===== src/rtl/lcdw_pkg.sv =====
package lcdw_pkg;

    localparam int unsigned BUS_W = 8;

    typedef enum logic [2:0] {
        PH_IDLE   = 3'd0,
        PH_SETUP  = 3'd1,
        PH_STROBE = 3'd2,
        PH_RECOV  = 3'd3,
        PH_GAP    = 3'd4
    } phase_e;

    typedef struct packed {
        logic             half;
        logic             is_data;
        logic [BUS_W-1:0] data;
    } lcd_req_t;

    // Interval in ns to clock cycles, rounded up, never below one.
    function automatic int unsigned ns_to_cycles(input int unsigned ns, input int unsigned mhz);
        int unsigned c;
        c = (ns * mhz + 999) / 1000;
        return (c == 0) ? 1 : c;
    endfunction

    function automatic int unsigned max4(input int unsigned a, input int unsigned b,
                                         input int unsigned c, input int unsigned d);
        int unsigned m;
        m = a;
        if (b > m) m = b;
        if (c > m) m = c;
        if (d > m) m = d;
        return m;
    endfunction

endpackage


===== src/rtl/lcdw_interval_timer.sv =====
module lcdw_interval_timer #(
    parameter int unsigned CNT_W = 8
) (
    input  logic             clk,
    input  logic             rst,
    input  logic             load,
    input  logic [CNT_W-1:0] load_val,
    output logic             expired
);
    logic [CNT_W-1:0] cnt;

    always_ff @(posedge clk) begin
        if (rst) begin
            cnt <= '0;
        end else if (load) begin
            cnt <= load_val;
        end else if (cnt != '0) begin
            cnt <= cnt - 1'b1;
        end
    end

    assign expired = (cnt == '0);
endmodule


===== src/rtl/lcdw_phase_ctrl.sv =====
module lcdw_phase_ctrl
    import lcdw_pkg::*;
#(
    parameter int unsigned CNT_W     = 8,
    parameter int unsigned SETUP_CYC = 1,
    parameter int unsigned PULSE_CYC = 1,
    parameter int unsigned RECOV_CYC = 1,
    parameter int unsigned GAP_CYC   = 1
) (
    input  logic             clk,
    input  logic             rst,
    input  logic             start,
    input  logic             expired,
    output phase_e           phase,
    output logic             tmr_load,
    output logic [CNT_W-1:0] tmr_val
);
    localparam logic [CNT_W-1:0] SETUP_LD = CNT_W'(SETUP_CYC - 1);
    localparam logic [CNT_W-1:0] PULSE_LD = CNT_W'(PULSE_CYC - 1);
    localparam logic [CNT_W-1:0] RECOV_LD = CNT_W'(RECOV_CYC - 1);
    localparam logic [CNT_W-1:0] GAP_LD   = CNT_W'(GAP_CYC - 1);

    phase_e nxt;

    always_comb begin
        nxt      = phase;
        tmr_load = 1'b0;
        tmr_val  = '0;
        unique case (phase)
            PH_IDLE: if (start) begin
                nxt = PH_SETUP; tmr_load = 1'b1; tmr_val = SETUP_LD;
            end
            PH_SETUP: if (expired) begin
                nxt = PH_STROBE; tmr_load = 1'b1; tmr_val = PULSE_LD;
            end
            PH_STROBE: if (expired) begin
                nxt = PH_RECOV; tmr_load = 1'b1; tmr_val = RECOV_LD;
            end
            PH_RECOV: if (expired) begin
                nxt = PH_GAP; tmr_load = 1'b1; tmr_val = GAP_LD;
            end
            PH_GAP: if (expired) begin
                nxt = PH_IDLE;
            end
            default: nxt = PH_IDLE;
        endcase
    end

    always_ff @(posedge clk) begin
        if (rst) phase <= PH_IDLE;
        else     phase <= nxt;
    end
endmodule


===== src/rtl/lcdw_pin_driver.sv =====
module lcdw_pin_driver
    import lcdw_pkg::*;
(
    input  logic             clk,
    input  logic             rst,
    input  logic             capture,
    input  lcd_req_t         req,
    input  logic             release_sel,
    output logic             sel_a,
    output logic             sel_b,
    output logic             dsel,
    output logic [BUS_W-1:0] db
);
    lcd_req_t held;
    logic     active;

    always_ff @(posedge clk) begin
        if (rst) begin
            held   <= '0;
            active <= 1'b0;
        end else if (capture) begin
            held   <= req;
            active <= 1'b1;
        end else if (release_sel) begin
            active <= 1'b0;
        end
    end

    assign sel_a = active & ~held.half;
    assign sel_b = active &  held.half;
    assign dsel  = held.is_data;
    assign db    = held.data;
endmodule


===== src/rtl/lcd_write_engine.sv =====
module lcd_write_engine
    import lcdw_pkg::*;
#(
    parameter int unsigned CLK_MHZ  = 250,
    parameter int unsigned SETUP_NS = 1000,
    parameter int unsigned PULSE_NS = 1000,
    parameter int unsigned RECOV_NS = 5000,
    parameter int unsigned GAP_NS   = 1000
) (
    input  logic       clk,
    input  logic       rst,
    input  logic       req_valid,
    output logic       req_ready,
    input  logic       req_half,
    input  logic       req_is_data,
    input  logic [7:0] req_byte,
    output logic       xfer_done,
    output logic       lcd_sel_a,
    output logic       lcd_sel_b,
    output logic       lcd_dsel,
    output logic       lcd_rnw,
    output logic       lcd_en,
    output logic [7:0] lcd_db,
    output logic       lcd_db_oe
);
    localparam int unsigned SETUP_CYC = ns_to_cycles(SETUP_NS, CLK_MHZ);
    localparam int unsigned PULSE_CYC = ns_to_cycles(PULSE_NS, CLK_MHZ);
    localparam int unsigned RECOV_CYC = ns_to_cycles(RECOV_NS, CLK_MHZ);
    localparam int unsigned GAP_CYC   = ns_to_cycles(GAP_NS, CLK_MHZ);
    localparam int unsigned MAX_CYC   = max4(SETUP_CYC, PULSE_CYC, RECOV_CYC, GAP_CYC);
    localparam int unsigned CNT_W     = (MAX_CYC < 2) ? 1 : $clog2(MAX_CYC);

    phase_e           phase;
    logic             tmr_load;
    logic [CNT_W-1:0] tmr_val;
    logic             expired;
    logic             start;
    lcd_req_t         req;

    assign req_ready = (phase == PH_IDLE);
    assign start     = req_valid & req_ready;
    assign req       = '{half: req_half, is_data: req_is_data, data: req_byte};
    assign xfer_done = (phase == PH_RECOV) & expired;
    assign lcd_en    = (phase == PH_STROBE);
    assign lcd_rnw   = 1'b0;
    assign lcd_db_oe = 1'b1;

    lcdw_phase_ctrl #(
        .CNT_W(CNT_W), .SETUP_CYC(SETUP_CYC), .PULSE_CYC(PULSE_CYC),
        .RECOV_CYC(RECOV_CYC), .GAP_CYC(GAP_CYC)
    ) u_ctrl (
        .clk(clk), .rst(rst), .start(start), .expired(expired),
        .phase(phase), .tmr_load(tmr_load), .tmr_val(tmr_val)
    );

    lcdw_interval_timer #(.CNT_W(CNT_W)) u_tmr (
        .clk(clk), .rst(rst), .load(tmr_load), .load_val(tmr_val), .expired(expired)
    );

    lcdw_pin_driver u_pins (
        .clk(clk), .rst(rst), .capture(start), .req(req), .release_sel(xfer_done),
        .sel_a(lcd_sel_a), .sel_b(lcd_sel_b), .dsel(lcd_dsel), .db(lcd_db)
    );
endmodule


===== config.mk =====
export PLATFORM = sky130hd
export DESIGN_NAME = lcd_write_engine
export DESIGN_NICKNAME = d
export VERILOG_FILES = /design/src/rtl/lcdw_pkg.sv /design/src/rtl/lcdw_interval_timer.sv /design/src/rtl/lcdw_phase_ctrl.sv /design/src/rtl/lcdw_pin_driver.sv /design/src/rtl/lcd_write_engine.sv
export SDC_FILE = /design/constraint.sdc
export NUM_CORES = 1
export LEC_CHECK = 0
export ABC_AREA = 1
export ABC_CLOCK_PERIOD_IN_PS = 1550
export BUFFER_PORTS_ARGS = -buffer_cell sky130_fd_sc_hd__buf_2
export CORE_UTILIZATION = 48
export DETAILED_ROUTE_END_ITERATION = 16
export PLACE_DENSITY_LB_ADDON = 0.12
export RECOVER_POWER = 100
export SLEW_MARGIN = 10
export SYNTH_ARGS = -nofsm -noshare
export SYNTH_HDL_FRONTEND = slang
export SYNTH_SLANG_ARGS = --single-unit

===== constraint.sdc =====
create_clock -name clk -period 1.55 [get_ports clk]
set_clock_uncertainty 0.2 [all_clocks]
set_input_delay 0.2325 -clock clk [delete_from_list [all_inputs] [get_ports clk]]
set_output_delay 0.2325 -clock clk [all_outputs]
set_load 0.02 [all_outputs]

== Word-level counts from Yosys, hierarchy flattened ==
Cells that the tools add are included.

* Memories: 0
* Word-level logic and storage cells: 46
* Memory bits (writable): 0
* ROM bits: 0
* Input bits: 13
* Bits in registers: 25
* Latch bits: 0
* Output and inout port bits: 16

* $lt $le $gt $ge: 0
* Shift-type cells: 0
* Divide/modulo/power cells: 0
* Multiplexer cells: 17
* Add/subtract/negate cells: 1
* $mul: 0
* Bitwise operators: 5
* Eq/ne operators: 9
* Reduce and logical (&&, ||, !) cells: 8

{| class="wikitable"
|+ Operators with widths
! kind !! count
|-
| $mux W11 || 3
|-
| $pmux W11 S3 || 1
|-
| $mux W8 || 2
|-
| $mux W3 || 5
|-
| $pmux W3 S5 || 1
|-
| $logic_not A11 Y1 || 1
|-
| $reduce_bool A11 Y1 || 1
|-
| $sub A11 B1 Y11 const B || 1
|-
| $eq A3 B2 Y1 const B || 2
|-
| $ne A2 B2 Y1 const B || 3
|-
| $reduce_and A5 Y1 || 1
|-
| $and A1 B1 Y1 || 4
|-
| $mux W1 || 4
|-
| $ne A2 B1 Y1 const B || 2
|-
| $reduce_bool A2 Y1 || 2
|-
| $eq A3 B1 Y1 const B || 1
|-
| $eq A3 B3 Y1 const B || 1
|-
| $logic_not A3 Y1 || 1
|-
| $reduce_or A3 Y1 || 1
|-
| $pmux W1 S2 || 1
|-
| $reduce_or A2 Y1 || 1
|-
| $not A1 Y1 || 1
|}

== Depth between registers and ports, before layout ==
Gate-level depths: netlist (run 1).

* Depth after elaboration: 5
* Gate-level depth with buffers: 10

== Modules after synthesis ==
A second synthesis (run 1) with hierarchy kept.

* Cell total of the unflattened synthesis: 233
* Area total of the unflattened synthesis: 1550.2 um2

{| class="wikitable"
|+ By module, submodules not included
! module !! area each (um2) !! cells each !! times used !! seq. area each (um2)
|-
| lcdw_interval_timer || 739.5 || 117 || 1 || 220.2
|-
| lcdw_pin_driver || 462.9 || 60 || 1 || 220.2
|-
| lcdw_phase_ctrl || 286.5 || 43 || 1 || 60.1
|-
| lcd_write_engine || 61.3 || 13 || 1 || 0.0
|}

== Least setup slack after synthesis (run 1) ==
No wires, ideal clock.

* Kind: reg-to-output
* Start point: reg u_tmr.cnt[0]
* End point: out xfer_done
* Setup slack: -125 ps
* Data required time: 1117 ps
* Arrival: 1243 ps
* Cell stages (with the launch flop): 7
* Buffers on the path: 0
* Cell sequence: dfxtp_1 -> inv_1 -> ha_1 -> nand2_2 -> nor2_8 -> nand3_2 -> nor2_1

* Cells in the longest elaborated chain, start to end: 2

{| class="wikitable"
|+ RTL lines
! what !! line !! source
|-
| from (decl) || lcdw_interval_timer.sv:10 || <nowiki>logic [CNT_W-1:0] cnt;</nowiki>
|-
| from (signal assigned) || lcdw_interval_timer.sv:16 || <nowiki>cnt <= load_val;</nowiki>
|-
| from (signal assigned) || lcdw_interval_timer.sv:18 || <nowiki>cnt <= cnt - 1'b1;</nowiki>
|-
| $logic_not A11 Y1 || lcdw_interval_timer.sv:22 || <nowiki>assign expired = (cnt == '0);</nowiki>
|-
| $and A1 B1 Y1 || lcd_write_engine.sv:43 || <nowiki>assign xfer_done = (phase == PH_RECOV) & expired;</nowiki>
|-
| to (decl) || lcd_write_engine.sv:17 || <nowiki>output logic xfer_done,</nowiki>
|}

No other way between the ends.

== Worst setup path after layout (run 1) ==
Same ends and word-level chain as after synthesis.

==> metrics.cfg, run 1 <==
[outcome]
status=finished, violations left
failed_checks=negative setup slack

[worst_setup_path]
arrival_ps=1390
critPathCaptureType=output pin
crit_slowest_cell=dfxtp_2
worst-path-buf-inv=2
path_delay_family=flip-flops
critPathKind=reg2out
slowest_delay_ps=350
startpoint_type=register
required_ps=1120
cp_max_fo=2
rrSetupSlack_ps=-90
cp_cell_sequence=inv_2 > ha_4 > nand2_4 > nor2_8 > nand3_4 > nor2_4 > buf_6

[logic_synthesis]
synth.top_cells.by_count=48 x nand2_1, 25 x dfxtp_1, 23 x nand3_1, 23 x nor2_1, 17 x inv_1
synth_top_area_share_pct=37.17
yosysWarningCount=0
synthFlopType=dfxtp_1
async_flop_share_pct=0
synthTopCellsByArea=dfxtp_1 37%, nand2_1 13%, nand3_1 8.6%
synth_seq_cells=25
yosysMostFrequentCell=nand2_1
syn_area_sq_um=1346
syn-num-nets=210
post-synth-top-area-cell=dfxtp_1
synthDistinctLibCells=26
synth_edf_count=0
syn-mean-instance-area_sq_um=6.869
synth.yosys.seq_area_share_pct=37.17
synth_cells=196

[timing]
finalSetupViolations=15
whs_ps=139.6
min_period_over_period_pct=117.7
fmax_mhz=547.9
final.min_clock_period_ps=1825
drv_slew=0
rsz0062_at_grt=yes
hold_viol=0
worst_slack_ps=-275.0

[route]
vias=1441
drtIter0Drc=26
avgRoutedWirePerCell_um=12.88
ant_nets=0
post-route-drc-count=0
finalWirelength_mm=3.606
drt_first_pass_iters=4
viasPerCell=5.146

[placed_design]
hpwl_mm=2.282
port_buffers=26
pre_cts_ws_ps=-93.61
gp_congestion=0.8024
dpl.cell_count=255

[final_layout]
fin_nets=265
antenna_cells=0
instances_no_fill=280
final_core_util_pct=76.46
drive_above_1_share_pct=36.80
syn2layout_area_growth_pct=45.82

[grt]
gr-total-overflow=0
grt.total_usage_pct=23.97
grt_pass1_vias=1287
grt_pass1_wl_mm=5.195
antenna_found_initial=0
grt_max_degree=16

[die]
die_height_um=54.96
io_pins=29
start_util_pct=52.44
die_area_sq_um=3021
core_sq_um=2567
die_x_um=54.96
rows=18

[power]
ir_worst_vdd_mv=1.551
power_mw=3.957
leakagePower_nw=0.9001
powerDensity_nw_per_um2=2016

[clock_tree]
cts.sinks=25
cts_tree=done
numCtsBuffers=3
clk_path_buf_depth=2
htree_levels=1
clock-root-buffer=clkbuf_4
path_clk_slew_ps=150
insertion_delay_ps=330

[job]
cap_violations=0

[worst_hold_path]
hold_path_class=in2reg

==> logic make-up after synthesis <==
group	share of synthesized area, %
compound gates	9.201
buf+inv	13.29
flops	37.17
simple gates	36.25
other cells	0.5578
fa+ha+maj	0.9292
xor+xnor	2.602
==> cell usage in the layout (no fill, tap or decap), types with 3 or more instances in the layout <==
master | netlist | layout
dfxtp_1 | 25 | 19
inv_1 | 17 | 14
a21oi_1 | 16 | 14
clkbuf_4 | 0 | 4
dfxtp_2 | 0 | 4
buf_6 | 1 | 9
nor2_4 | 0 | 4
nor2_2 | 2 | 4
o21ai_0 | 6 | 5
buf_2 | 2 | 12
nor2_1 | 23 | 17
xor2_1 | 4 | 3
buf_4 | 10 | 21
nand2_1 | 48 | 39
nand2_2 | 3 | 6
dlygate4sd3_1 | 0 | 11
inv_2 | 2 | 3
nand2_4 | 1 | 6
clkbuf_1 | 2 | 10
a21oi_2 | 1 | 3
nand3_1 | 23 | 21
==> report_power, final <==
| group | internal, mW | switching [mW] |
|---|---|---|
| clock network | 0.0990 | 0.215 |
| logic | 1.11 | 1.47 |
| registers | 0.866 | 0.195 |
==> repair_timing <==
| item | CTS | global route |
|---|---|---|
| setup endpoints to repair | 17 | 23 |
| buffers inserted | 8 | 2 |
| hold buffers | 11 | 0 |
| pin swaps | 5 | 14 |
| gates resized for setup | 23 | 36 |
| cloned | 0 | 0 |
| endpoints found under the hold margin | 10 | 0 |
==> sequential cells by signal (all words and copies together) (netlist names) <==
name	cells
u_pins.active	1
u_pins.dsel	1
u_tmr.cnt	11
u_pins.db	8
u_pins.held	1
u_ctrl.phase	3
==> path summary, 6_finish.rpt <==
kind	start	to	depth (start not counted)
max reg2reg	u_tmr.cnt[0]$_SDFFE_PP0P_	u_tmr.cnt[4]$_SDFFE_PP0P_	9
min reg2reg	u_pins.db[7]$_SDFFE_PP0P_	u_pins.db[7]$_SDFFE_PP0P_	2
max	u_tmr.cnt[0]$_SDFFE_PP0P_	xfer_done	7
min	req_valid	u_pins.db[7]$_SDFFE_PP0P_	4
==> stage by stage <==
| stage | instance area (sq um) | TNS, ps |
|---|---|---|
| final | 1963 | -926.1 |
| after global routing | 1963 | -2992 |
| after CTS | 1819 | -750.7 |
| after detailed placement | 1559 | -590.7 |
| after global placement | 1559 | -73.13 |
| after floorplan | 1356 | -8.863 |
==> routing by layer <==
layer	vias up	share of wire, %	track usage, %
met5	-	0	0
met4	0	2.2	8.750
met3	10	3.9	3.552
met2	31	51	43.17
met1	683	43	28.48
li1	717	-	-
==> tightest hold or removal path, cell delays in order <==
cell	delay (ps)
buf_2	110
buf_4	160
nand3_1	80
a21oi_1	60
==> cell type report <==
| type | count | area (sq um) |
|---|---|---|
| Multi-Input combinational cell | 136 | 822.0 |
| Fill cell | 190 | 604.3 |
| Sequential cell | 25 | 513.0 |
| Timing Repair Buffer | 66 | 484.2 |
| Inverter | 19 | 76.32 |
| Tap cell | 30 | 37.54 |
| Clock buffer | 3 | 22.52 |
| Clock inverter | 1 | 7.507 |
Note: power is estimated with default switching activity, not from simulation.
==> run 2, diff against run 1 <==
- ABC_AREA: 1 -> not set
- CORE_UTILIZATION: 48 -> 47
- TNS_END_PERCENT: not set -> 100
==> run 2 against run 1 <==
  * The flow still finishes with violations (negative setup slack)
  * Clock power grew 5%
  * Critical path depth shrank 1
  * Area after synthesis shrank 7.6%
  * Die area shrank 5.5%
  * Worst setup slack lost 250 ps
  * Global-route usage grew 0.51 points
  * Largest power group unchanged
  * Synthesized cell count shrank 22%
  * Combinational power shrank 56%
  * Routed wire length grew 37%
  * Count of clock-buffer cells in the layout is the same
==> metrics.cfg, run 2 <==
[outcome]
status=finished, violations left
failed_checks=negative setup slack

[logic_synthesis]
synthDistinctLibCells=37
synth.yosys.seq_area_share_pct=40.24
synthTopCellsByArea=dfxtp_1 40%, nand2_1 7.8%, a21oi_1 7.2%
yosysMostFrequentCell=nand2_1
async_flop_share_pct=0
synthFlopType=dfxtp_1
synth_top_area_share_pct=40.24
syn-mean-instance-area_sq_um=8.182
synth_seq_cells=25
syn_area_sq_um=1244
post-synth-top-area-cell=dfxtp_1
synth.top_cells.by_count=26 x nand2_1, 25 x dfxtp_1, 18 x a21oi_1
syn-num-nets=166
synth_edf_count=0
synth_cells=152
yosysWarningCount=0

[route]
drt_first_pass_iters=4
finalWirelength_mm=4.924
post-route-drc-count=0
drtIter0Drc=58
ant_nets=0
viasPerCell=5.787
avgRoutedWirePerCell_um=19.39
vias=1470

[placed_design]
postPlaceCellArea_sq_um=1539
port_buffers=26
hpwl_mm=1.994
pre_cts_ws_ps=-263.8
gp_congestion=0.8029

[timing]
final.min_clock_period_ps=2074
hold_viol=0
worst_slack_ps=-523.9
finalSetupViolations=28
min_period_over_period_pct=133.8
fmax_mhz=482.2
drv_slew=0
rsz0062_at_grt=yes

[clock_tree]
insertion_delay_ps=340
clock-root-buffer=clkbuf_4
cts.sinks=25
path_clk_slew_ps=160
clk_path_buf_depth=2
htree_levels=1
cts_tree=done
numCtsBuffers=3

[grt]
antenna_found_initial=0
grt_pass1_wl_mm=5.037
gr-total-overflow=0
grt_pass1_vias=1146
grt.total_usage_pct=24.48
grt_max_degree=16

[power]
ir_worst_vdd_mv=0.8275
power_mw=2.266
powerDensity_nw_per_um2=1030
leakagePower_nw=0.9210

[worst_setup_path]
critPathKind=reg2out
cp_max_fo=3
startpoint_type=register
critPathCaptureType=output pin
required_ps=1120
arrival_ps=1640

[final_layout]
largest_reg_flops=11
fin_nets=239
fillers=108
layout_common_cells=33 x buf_4, 20 x dfxtp_1, 17 x buf_6, 14 x nand2_1, 13 x buf_2
antenna_cells=0
regArea_sq_um=514.2
syn2layout_area_growth_pct=76.96
drive_above_1_share_pct=54.91
top_register=u_tmr.cnt
fin_area_sq_um=2201
final_common_cell=buf_4
final_core_util_pct=88.04
multi_input_area_sq_um=920.9

[die]
die_x_um=53.44
io_pins=29
rows=18
core_sq_um=2500
die_area_sq_um=2856
start_util_pct=49.75
die_height_um=53.44

[job]
cap_violations=0

[worst_hold_path]
hold_path_class=in2reg

[run 2: path summary, 6_finish.rpt]
path	start	end	slack [ps]	cells past startpoint
max	u_tmr.cnt[1]$_SDFFE_PP0P_	xfer_done	-520	6
min	req_valid	u_tmr.cnt[4]$_SDFFE_PP0P_	40	3
max reg2reg	u_tmr.cnt[1]$_SDFFE_PP0P_	u_tmr.cnt[5]$_SDFFE_PP0P_	-520	8
min reg2reg	u_pins.db[2]$_SDFFE_PP0P_	u_pins.db[2]$_SDFFE_PP0P_	260	2
[run 2: kinds of logic after synthesis]
family          synth area share [%]
simple gates                   26.76
compound gates                 16.80
flops                          40.24
buf+inv                        9.959
mux                            3.219
other cells                   0.6038
xor+xnor                       1.409
fa+ha+maj                      1.006
[run 2: layer usage]
layer / part of all wire [%] / vias to the layer above / track usage, %
met2: 52 / 80 / 41.46
met1: 38 / 715 / 30.94
li1: - / 657 / -
met3: 6.7 / 18 / 4.598
met4: 4.0 / 0 / 7.018
met5: 0 / - / 0
[run 2: area by class of cell]
cell class	count	share of cell area, %
clock inverters	1	0.3411
flip-flops and latches	25	23.37
repair buffers	85	31.04
clock buffers	3	1.023
multi-input cells	106	41.84
inverters	4	0.6822
well taps	30	1.706
[run 2: critical path, stage by stage, from the launching register on]
cell and delay (ps):
dfxtp_2 370, inv_2 90, ha_4 140, nor3b_4 180, nand4_1 220, nor2_4 160, buf_6 130
[run 2: repair_timing]
| item | in CTS | in global routing |
|---|---|---|
| gates cloned | 0 | 2 |
| buffers inserted | 8 | 12 |
| setup endpoints to repair | 18 | 28 |
| pin swaps | 8 | 35 |
| endpoints found under the hold margin | 10 | 0 |
| gates resized for setup | 33 | 60 |
| hold buffers | 10 | 0 |
[run 2: stage by stage]
step / instances / hold WS [ps] / setup TNS, ps
4_1_cts: 240 / 17.21 / -2956
2_1_floorplan: 152 / 168.5 / -2044
6_report: 254 / 41.46 / -6344
3_3_place_gp: 218 / 238.0 / -2139
3_5_place_dp: 218 / 245.2 / -2631
5_1_grt: 254 / 38.10 / -7731
[run 2: power by group]
group	leakage, nW	switching [mW]	internal, mW	total [mW]
combinational	0.699	0.563	0.571	1.13
sequential	0.208	0.0858	0.717	0.803
clock	0.0139	0.230	0.0992	0.329
